==> src/rtl/sdm_interp_pkg.sv <==
package sdm_interp_pkg;

   // order of the sinc (CIC) interpolator; its compensation shift is derived from it
   localparam int unsigned SINC_ORDER = 2;

   function automatic bit is_pow2(input int unsigned v);
      return (v != 0) && ((v & (v - 1)) == 0);
   endfunction

endpackage

==> src/rtl/sdm_interp_pacer.sv <==
module sdm_interp_pacer #(
   parameter int unsigned FIR_R  = 4,
   parameter int unsigned SINC_R = 16,
   localparam int unsigned FIR_LG  = $clog2(FIR_R),
   localparam int unsigned SINC_LG = $clog2(SINC_R)
) (
   input  logic              clk,
   input  logic              rst_n,
   input  logic              hr_en,
   input  logic              fir_bypass,
   output logic              blk_end,
   output logic              fir_take,
   output logic [FIR_LG-1:0] fir_phase
);

   logic [SINC_LG-1:0] slot_q;

   // last pulse of every sinc block of SINC_R slots
   assign blk_end  = hr_en && (slot_q == SINC_LG'(SINC_R - 1));
   assign fir_take = blk_end && (fir_bypass || (fir_phase == FIR_LG'(FIR_R - 1)));

   always_ff @(posedge clk or negedge rst_n) begin
      if (!rst_n) begin
         slot_q    <= '0;
         fir_phase <= '0;
      end else begin
         if (hr_en)   slot_q    <= slot_q + 1'b1;
         if (blk_end) fir_phase <= fir_phase + 1'b1;
      end
   end

endmodule

==> src/rtl/sdm_interp_fir.sv <==
module sdm_interp_fir #(
   parameter int unsigned DATA_W = 16,
   parameter int unsigned FIR_R  = 4,
   localparam int unsigned FIR_LG = $clog2(FIR_R),
   localparam int unsigned PW     = DATA_W + FIR_LG + 2
) (
   input  logic                     clk,
   input  logic                     rst_n,
   input  logic                     take,
   input  logic                     fir_bypass,
   input  logic [FIR_LG-1:0]        phase,
   input  logic signed [DATA_W-1:0] sample_in,
   output logic signed [DATA_W-1:0] fir_out
);

   logic signed [DATA_W-1:0] x_cur, x_prev;
   logic signed [PW-1:0]     w_cur, w_prev, acc, lin;

   always_ff @(posedge clk or negedge rst_n) begin
      if (!rst_n) begin
         x_cur  <= '0;
         x_prev <= '0;
      end else if (take) begin
         x_prev <= x_cur;
         x_cur  <= sample_in;
      end
   end

   // polyphase triangular kernel: phase k weighs the newest sample by k+1
   always_comb begin
      w_cur  = PW'(phase) + PW'(1);
      w_prev = PW'(FIR_R - 1) - PW'(phase);
      acc    = w_cur * PW'(x_cur) + w_prev * PW'(x_prev);
      lin    = acc >>> FIR_LG;
      fir_out = fir_bypass ? x_cur : lin[DATA_W-1:0];
   end

endmodule

==> src/rtl/sdm_interp_sinc.sv <==
module sdm_interp_sinc
   import sdm_interp_pkg::*;
#(
   parameter int unsigned DATA_W = 16,
   parameter int unsigned SINC_R = 16,
   parameter int unsigned ORDER  = SINC_ORDER,
   localparam int unsigned SINC_LG = $clog2(SINC_R),
   localparam int unsigned SHIFT   = (ORDER - 1) * SINC_LG,
   localparam int unsigned ACC_W   = DATA_W + SHIFT + ORDER
) (
   input  logic                     clk,
   input  logic                     rst_n,
   input  logic                     hr_en,
   input  logic                     blk_end,
   input  logic signed [DATA_W-1:0] u_in,
   output logic signed [DATA_W-1:0] y_out
);

   localparam logic signed [ACC_W-1:0] HI = ACC_W'((2 ** (DATA_W - 1)) - 1);
   localparam logic signed [ACC_W-1:0] LO = -HI - ACC_W'(1);

   logic signed [ACC_W-1:0] cd [ORDER+1];
   logic signed [ACC_W-1:0] cz [ORDER];
   logic signed [ACC_W-1:0] ig [ORDER];
   logic signed [ACC_W-1:0] is [ORDER];
   logic signed [ACC_W-1:0] stuffed, scaled;

   assign cd[0]   = ACC_W'(u_in);
   assign stuffed = blk_end ? cd[ORDER] : '0;

   // comb sections run once per block, integrators once per pulse
   for (genvar g = 0; g < ORDER; g++) begin : g_stage
      assign cd[g+1] = cd[g] - cz[g];

      always_ff @(posedge clk or negedge rst_n) begin
         if (!rst_n)       cz[g] <= '0;
         else if (blk_end) cz[g] <= cd[g];
      end

      if (g == 0) begin : g_first
         assign is[g] = ig[g] + stuffed;
      end else begin : g_next
         assign is[g] = ig[g] + is[g-1];
      end

      always_ff @(posedge clk or negedge rst_n) begin
         if (!rst_n)     ig[g] <= '0;
         else if (hr_en) ig[g] <= is[g];
      end
   end

   // gain compensation by shift, then clamp to the output range
   always_comb begin
      scaled = ig[ORDER-1] >>> SHIFT;
      if (scaled > HI)      y_out = HI[DATA_W-1:0];
      else if (scaled < LO) y_out = LO[DATA_W-1:0];
      else                  y_out = scaled[DATA_W-1:0];
   end

endmodule

==> src/rtl/sdm_interp.sv <==
module sdm_interp
   import sdm_interp_pkg::*;
#(
   parameter int unsigned DATA_W = 16,
   parameter int unsigned RATE   = 64,
   parameter int unsigned FIR_R  = 4,
   parameter int unsigned SINC_R = 16,
   localparam int unsigned FIR_LG = $clog2(FIR_R)
) (
   input  logic              clk,
   input  logic              rst_n,
   input  logic              fir_bypass,
   input  logic              in_valid,
   input  logic [DATA_W-1:0] in_data,
   input  logic              hr_en,
   output logic              out_valid,
   output logic [DATA_W-1:0] out_data
);

   if (!is_pow2(FIR_R) || !is_pow2(SINC_R) || FIR_R < 2 || SINC_R < 2) begin : g_bad_ratio
      $error("sdm_interp: FIR_R and SINC_R must be powers of two, at least 2");
   end
   if (FIR_R * SINC_R != RATE) begin : g_bad_rate
      $error("sdm_interp: FIR_R * SINC_R must equal RATE");
   end
   if (DATA_W < 4) begin : g_bad_width
      $error("sdm_interp: DATA_W too small");
   end

   logic signed [DATA_W-1:0] held_q, fir_y, sinc_y;
   logic                     blk_end, fir_take;
   logic [FIR_LG-1:0]        fir_phase;

   always_ff @(posedge clk or negedge rst_n) begin
      if (!rst_n) begin
         held_q    <= '0;
         out_valid <= 1'b0;
      end else begin
         if (in_valid) held_q <= in_data;
         out_valid <= hr_en;
      end
   end

   sdm_interp_pacer #(.FIR_R(FIR_R), .SINC_R(SINC_R)) i_pacer (
      .clk        (clk),
      .rst_n      (rst_n),
      .hr_en      (hr_en),
      .fir_bypass (fir_bypass),
      .blk_end    (blk_end),
      .fir_take   (fir_take),
      .fir_phase  (fir_phase)
   );

   sdm_interp_fir #(.DATA_W(DATA_W), .FIR_R(FIR_R)) i_fir (
      .clk        (clk),
      .rst_n      (rst_n),
      .take       (fir_take),
      .fir_bypass (fir_bypass),
      .phase      (fir_phase),
      .sample_in  (held_q),
      .fir_out    (fir_y)
   );

   sdm_interp_sinc #(.DATA_W(DATA_W), .SINC_R(SINC_R)) i_sinc (
      .clk     (clk),
      .rst_n   (rst_n),
      .hr_en   (hr_en),
      .blk_end (blk_end),
      .u_in    (fir_y),
      .y_out   (sinc_y)
   );

   assign out_data = sinc_y;

endmodule

==> config.mk <==
export PLATFORM = sky130hd
export DESIGN_NAME = sdm_interp
export DESIGN_NICKNAME = d
export VERILOG_FILES = /design/src/rtl/sdm_interp_pkg.sv /design/src/rtl/sdm_interp_pacer.sv /design/src/rtl/sdm_interp_fir.sv /design/src/rtl/sdm_interp_sinc.sv /design/src/rtl/sdm_interp.sv
export SDC_FILE = /design/constraint.sdc
export NUM_CORES = 1
export LEC_CHECK = 0
export BUFFER_PORTS_ARGS = -buffer_cell sky130_fd_sc_hd__buf_2
export CORE_MARGIN = 3
export CORE_UTILIZATION = 60
export DETAILED_ROUTE_END_ITERATION = 16
export GPL_TIMING_DRIVEN = 0
export PLACE_DENSITY = 0.86
export SLEW_MARGIN = 20
export SYNTH_ARGS = -nofsm -noshare
export SYNTH_HDL_FRONTEND = slang
export SYNTH_HIERARCHICAL = 1
export SYNTH_SLANG_ARGS = --single-unit
==> constraint.sdc <==
create_clock -name clk -period 23.2 [get_ports clk]
set_input_delay 3.48 -clock clk [delete_from_list [all_inputs] [get_ports clk]]
set_output_delay 3.48 -clock clk [all_outputs]
set_load 0.05 [all_outputs]
After elaboration in Yosys (flattened, before gate mapping) --
Index checks and enable logic that the tools add are counted.
Cells by class: $add $sub $neg 9, multiply operators 2, order comparisons 2, equal/unequal tests 2, multiplexer cells 4, reduce and logical (&&, ||, !) cells 3
Operator list (number):
- 16-bit two-way mux | 3
- 22-bit adder | 2
- 22-bit two-way mux | 1
- 22-bit subtractor | 1
- 18-bit adder | 1
- 18-bit by 16-bit greater-than comparator with 1-bit output, second input constant | 1
- 18-bit by 16-bit less-than comparator with 1-bit output, second input constant | 1
- 3-bit by 16-bit multiplier with 18-bit output | 1
- 4-bit by 16-bit multiplier with 18-bit output | 1
- 16-bit by 16-bit subtractor with 17-bit output | 1
- 4-bit by 1-bit adder with 4-bit output, second input constant | 1
- 4-bit == test, second input constant | 1
- 2-bit by 1-bit adder with 3-bit output, second input constant | 1
- 2-bit by 2-bit subtractor with 3-bit output, first input constant | 1
- 2-bit by 1-bit adder with 2-bit output, second input constant | 1
- 2-bit == test, second input constant | 1
- 1-bit logical AND | 2
- 1-bit logical OR | 1
Word-level totals: bits in registers 137, output and inout port bits 17

Longest topological paths before layout --
depth in word-level cells 9, depth in mapped cells 49, depth with buffers taken out 49

Modules after synthesis --
Netlist, hierarchy kept.
Modules (own cells, without submodules):
- sdm_interp_sinc | times used 1, cells each 788, area an instance 6790.3 µm², sequential area each 1926.8 µm²
- sdm_interp_fir | times used 1, cells each 429, area an instance 4181.5 µm², sequential area each 800.8 µm²
- sdm_interp | times used 1, cells each 35, area an instance 674.4 µm², sequential area each 425.4 µm²
- sdm_interp_pacer | times used 1, cells each 20, area an instance 270.3 µm², sequential area each 150.1 µm²

Worst setup path before layout --
No wires, ideal clock.
path type input port to flip-flop, start point in fir_bypass, end point reg i_sinc/ig[21] (netlist name), arrival time 9875 ps, slack 13192 ps, cell stages on the path 38, cells stage by stage clkbuf_1 -> nand2_1 -> o21ai_0 -> inv_1 -> ha_1 -> fa_1 -> nor2b_1 -> o21ai_0 -> a21boi_1 -> o21ai_1 -> a21boi_1 -> nor2_1 -> o21ai_0 -> xor2_1 -> ha_1 -> a21o_1 -> a21o_1 -> a22oi_1 -> [... 2 more ...] -> nor2_1 -> ha_1 -> a21o_1 -> a211oi_1 -> nand2_1 -> o21ai_0 -> inv_1 -> o211ai_2 -> a21oi_1 -> o31a_1 -> ha_1 -> and2_1 -> a22o_1 -> a211o_1 -> a21bo_1 -> nor4b_1 -> a2111oi_2 -> xnor2_1
RTL lines:
- start: declaration | RTL line sdm_interp.sv:12 | input logic fir_bypass,
- end signal: indexed assignment | RTL line sdm_interp_sinc.sv:48 | else if (hr_en) ig[g] <= is[g];
- end: declaration | RTL line sdm_interp_sinc.sv:24 | logic signed [ACC_W-1:0] ig [ORDER];

==> results.py <==
metrics = {
    "clock_tree": {
        "ctsResizeCount": 0,
        "cts_tree": "yes",
        "clock-sinks": 132,
        "post_cts_buffers": 0,
        "cts-root-buf": "clkbuf_16",
        "cts.clk_slew.worst_paths_ps": 70,
        "numCtsBuffers": 17,
        "clockBufferDepth": 2,
        "clock_latency_ps": 430,
        "htreeDepth": 4,
        "ctsHoldBuffers": 0,
    },
    "placed_design": {
        "hpwl_um": 19600,
        "pre_cts_ws_ps": 11730,
        "io_buffers": 36,
        "place.gp.congestion": 0.864,
        "numPlacedInstances": 1569,
    },
    "floorplan": {
        "rows": 50,
        "num_io_pins": 38,
        "dieArea_mm2": 0.0216,
        "die_x_um": 147,
        "initial_core_util_pct": 62.5,
        "die_h_um": 147,
        "core_area_mm2": 0.0191,
    },
    "synth": {
        "async_flop_share_pct": 100,
        "muxShareOfSynthArea_pct": 9.52,
        "synth_top_family_by_area": "adder cells",
        "yosys_warnings": 6,
        "postSynthAreaPerCell_um2": 9.37,
        "yosys_register_bits": 132,
        "syn_inst": 1272,
        "synthSimpleGateAreaFrac_pct": 15.2,
        "synth_compound_area_share_pct": 15.1,
        "synthAdderAreaFrac_pct": 21.6,
        "ys_seq_area_share_pct": 27.7,
        "synth-xor-area-share_pct": 5.73,
        "ys.flop_type": "dfrtp_1",
        "syn_nets": 1470,
        "synth_edf_count": 0,
        "synthesis.area_mm2": 0.0119,
        "ys_types": 76,
    },
    "final_layout": {
        "ff_latch_area_mm2": 0.00330,
        "final_nets": 1526,
        "fillers": 1405,
        "antenna_cells": 0,
        "layout-drive-gt1-share_pct": 14.5,
        "instances_no_fill": 1601,
        "multi_input_area_mm2": 0.00800,
        "syn_to_final_growth_pct": 9.78,
    },
    "worst_setup_path": {
        "crit_buf_inv": 3,
        "critPathMaxFanout": 10,
        "worstSetupPathType": "reg2reg",
        "cpPeakStageDelay_ps": 580,
        "r2r_end": "i_sinc/ig[21]",
        "critPathRequiredTime_ps": 23550,
        "cp.arrival_ps": 11880,
        "slowest_stage": "ha_1",
        "r2r_cells": 45,
        "timing.rr.start": "i_pacer/fir_phase[0]",
        "rrSetupSlack_ps": 11680,
        "crit_path_start_kind": "flip-flop",
        "cp_common_cell": "ha_1",
        "crit_path_end_kind": "flip-flop",
        "path_delay_family": "compound AO/OA/AOI/OAI gates",
    },
    "timing": {
        "min_period_ps": 11520,
        "final-setup-viol-count": 0,
        "worst_pin_slew_ps": 731,
        "hold_viol_final": 0,
        "min_period_over_period_pct": 49.7,
        "grt_setup_unrepaired": "false",
        "setup_slack_ps": 11680,
        "drv_slew": 0,
        "holdWs_ps": 500,
        "slew_headroom_pct": 51.3,
        "fmax_mhz": 86.8,
        "skew_ps": 15.4,
        "setup_tns_ps": 0,
    },
    "grt": {
        "grt_first_pass_wirelength_um": 45100,
        "grt.overflow.total": 0,
        "grt_max_degree": 101,
        "grt_pass1_vias": 10000,
        "grtUsageTotal_pct": 25.1,
        "antenna_found_initial": 0,
    },
    "worst_hold_path": {
        "hold_end": "i_pacer/slot_q[3]",
        "hp-start": "i_pacer/slot_q[3]",
        "hp-class": "reg2reg",
        "holdPathStages": 1,
    },
    "drt": {
        "vias": 9330,
        "wire_per_inst_um": 16.4,
        "drt_first_pass_iters": 5,
        "routed_via_density": 5.83,
        "drc": 0,
        "ant_nets": 0,
        "routed_wl_um": 26300,
        "first_iter_violations": 431,
    },
    "job": {
        "cap_viol_max_count": 0,
    },
    "status": {
        "outcome": "completed",
    },
}
[stage by stage]
stage | util, % | area [µm²]
3_5_place_dp | 65.3 | 12500
6_report | 68.6 | 13100
3_3_place_gp | 65.1 | 12400
2_1_floorplan | - | 11900
4_1_cts | 68.6 | 13100
5_1_grt | 68.6 | 13100
[kinds of logic (layout without fill, tap and decap cells)]
logic type | after synthesis | after routing
fa+ha+maj | 177 | 177
flops | 132 | 132
mux | 97 | 97
simple gates | 362 | 362
compound gates | 269 | 269
buf+inv | 157 | 226
xor+xnor | 78 | 78
[metal layers]
metal  global-route usage [%]  routed length [µm]  share of wire (%)
met1                     27.5               10600                 40
met2                     47.2               13900                 53
met3                     4.41                 834                3.2
met4                     11.1                 971                3.7
met5                        0                   0                  0
[sequential cells by signal (all words and copies together) (netlist names)]
| register | flops |
|---|---|
| i_sinc/ig | 44 |
| i_sinc/cz | 33 |
| held_q | 16 |
| i_fir/x_cur | 16 |
| i_fir/x_prev | 16 |
| i_pacer/slot_q | 4 |
| i_pacer/fir_phase | 2 |
| out_valid | 1 |
[how the worst max path moves through the flow]
stage                    startpoint             to  cells after the start
6_report       i_pacer/fir_phase[0]  i_sinc/ig[21]                     45
5_1_grt        i_pacer/fir_phase[0]  i_sinc/ig[21]                     43
4_1_cts        i_pacer/fir_phase[0]  i_sinc/ig[21]                     45
3_5_place_dp             fir_bypass  i_sinc/ig[21]                     37
3_3_place_gp             fir_bypass  i_sinc/ig[21]                     37
2_1_floorplan            fir_bypass  i_sinc/ig[21]                     38
[synthesized netlist by cell type (8+ instances only)]
| cell type | number | area (µm²) |
|---|---|---|
| dfrtp_1 | 132 | 3300 |
| nand3_1 | 11 | 55.1 |
| nand2b_1 | 28 | 175 |
| ha_1 | 129 | 1610 |
| o211ai_1 | 8 | 60.1 |
| a21o_1 | 29 | 218 |
| mux2_4 | 12 | 180 |
| xnor2_1 | 59 | 517 |
| o21a_1 | 10 | 75.1 |
| nor2b_1 | 40 | 250 |
| inv_1 | 118 | 443 |
| xor2_1 | 19 | 166 |
| clkbuf_1 | 31 | 116 |
| a21oi_1 | 68 | 340 |
| fa_1 | 48 | 961 |
| nor3_1 | 18 | 90.1 |
| o21ai_0 | 69 | 345 |
| and2_1 | 32 | 200 |
| mux2_2 | 83 | 935 |
| o21bai_1 | 11 | 82.6 |
| nor2_1 | 101 | 379 |
| a211oi_1 | 9 | 67.6 |
| nand2_1 | 91 | 342 |
[cells in the final DEF, fill, tap and decap left out, types with 9 or more instances in the layout]
cell type / netlist / layout
nand2_1: 91 / 91
clkbuf_16: 0 / 17
o21a_1: 10 / 10
inv_1: 118 / 118
fa_1: 48 / 48
mux2_4: 12 / 12
o21bai_1: 11 / 11
nor2_1: 101 / 101
mux2_2: 83 / 83
ha_1: 129 / 129
nand2b_1: 28 / 28
a21o_1: 29 / 29
nor3_1: 18 / 18
buf_2: 0 / 35
and2_1: 32 / 32
o21ai_0: 69 / 69
dfrtp_1: 132 / 132
a211oi_1: 9 / 9
clkbuf_1: 31 / 31
nor2b_1: 40 / 40
nand3_1: 11 / 11
xor2_1: 19 / 19
xnor2_1: 59 / 59
a21oi_1: 68 / 68
[cell type report]
class	instances	area share, %
Clock inverter	15	1.50
Timing Repair Buffer	37	1.66
Clock buffer	17	3.25
Buffer	39	1.33
Multi-Input combinational cell	983	61.1
Inverter	118	3.39
Sequential cell	132	25.3
Tap cell	260	2.49
Power is not shown: default switching activity piles up to over one toggle a cycle in this logic, so the estimate is an artifact.
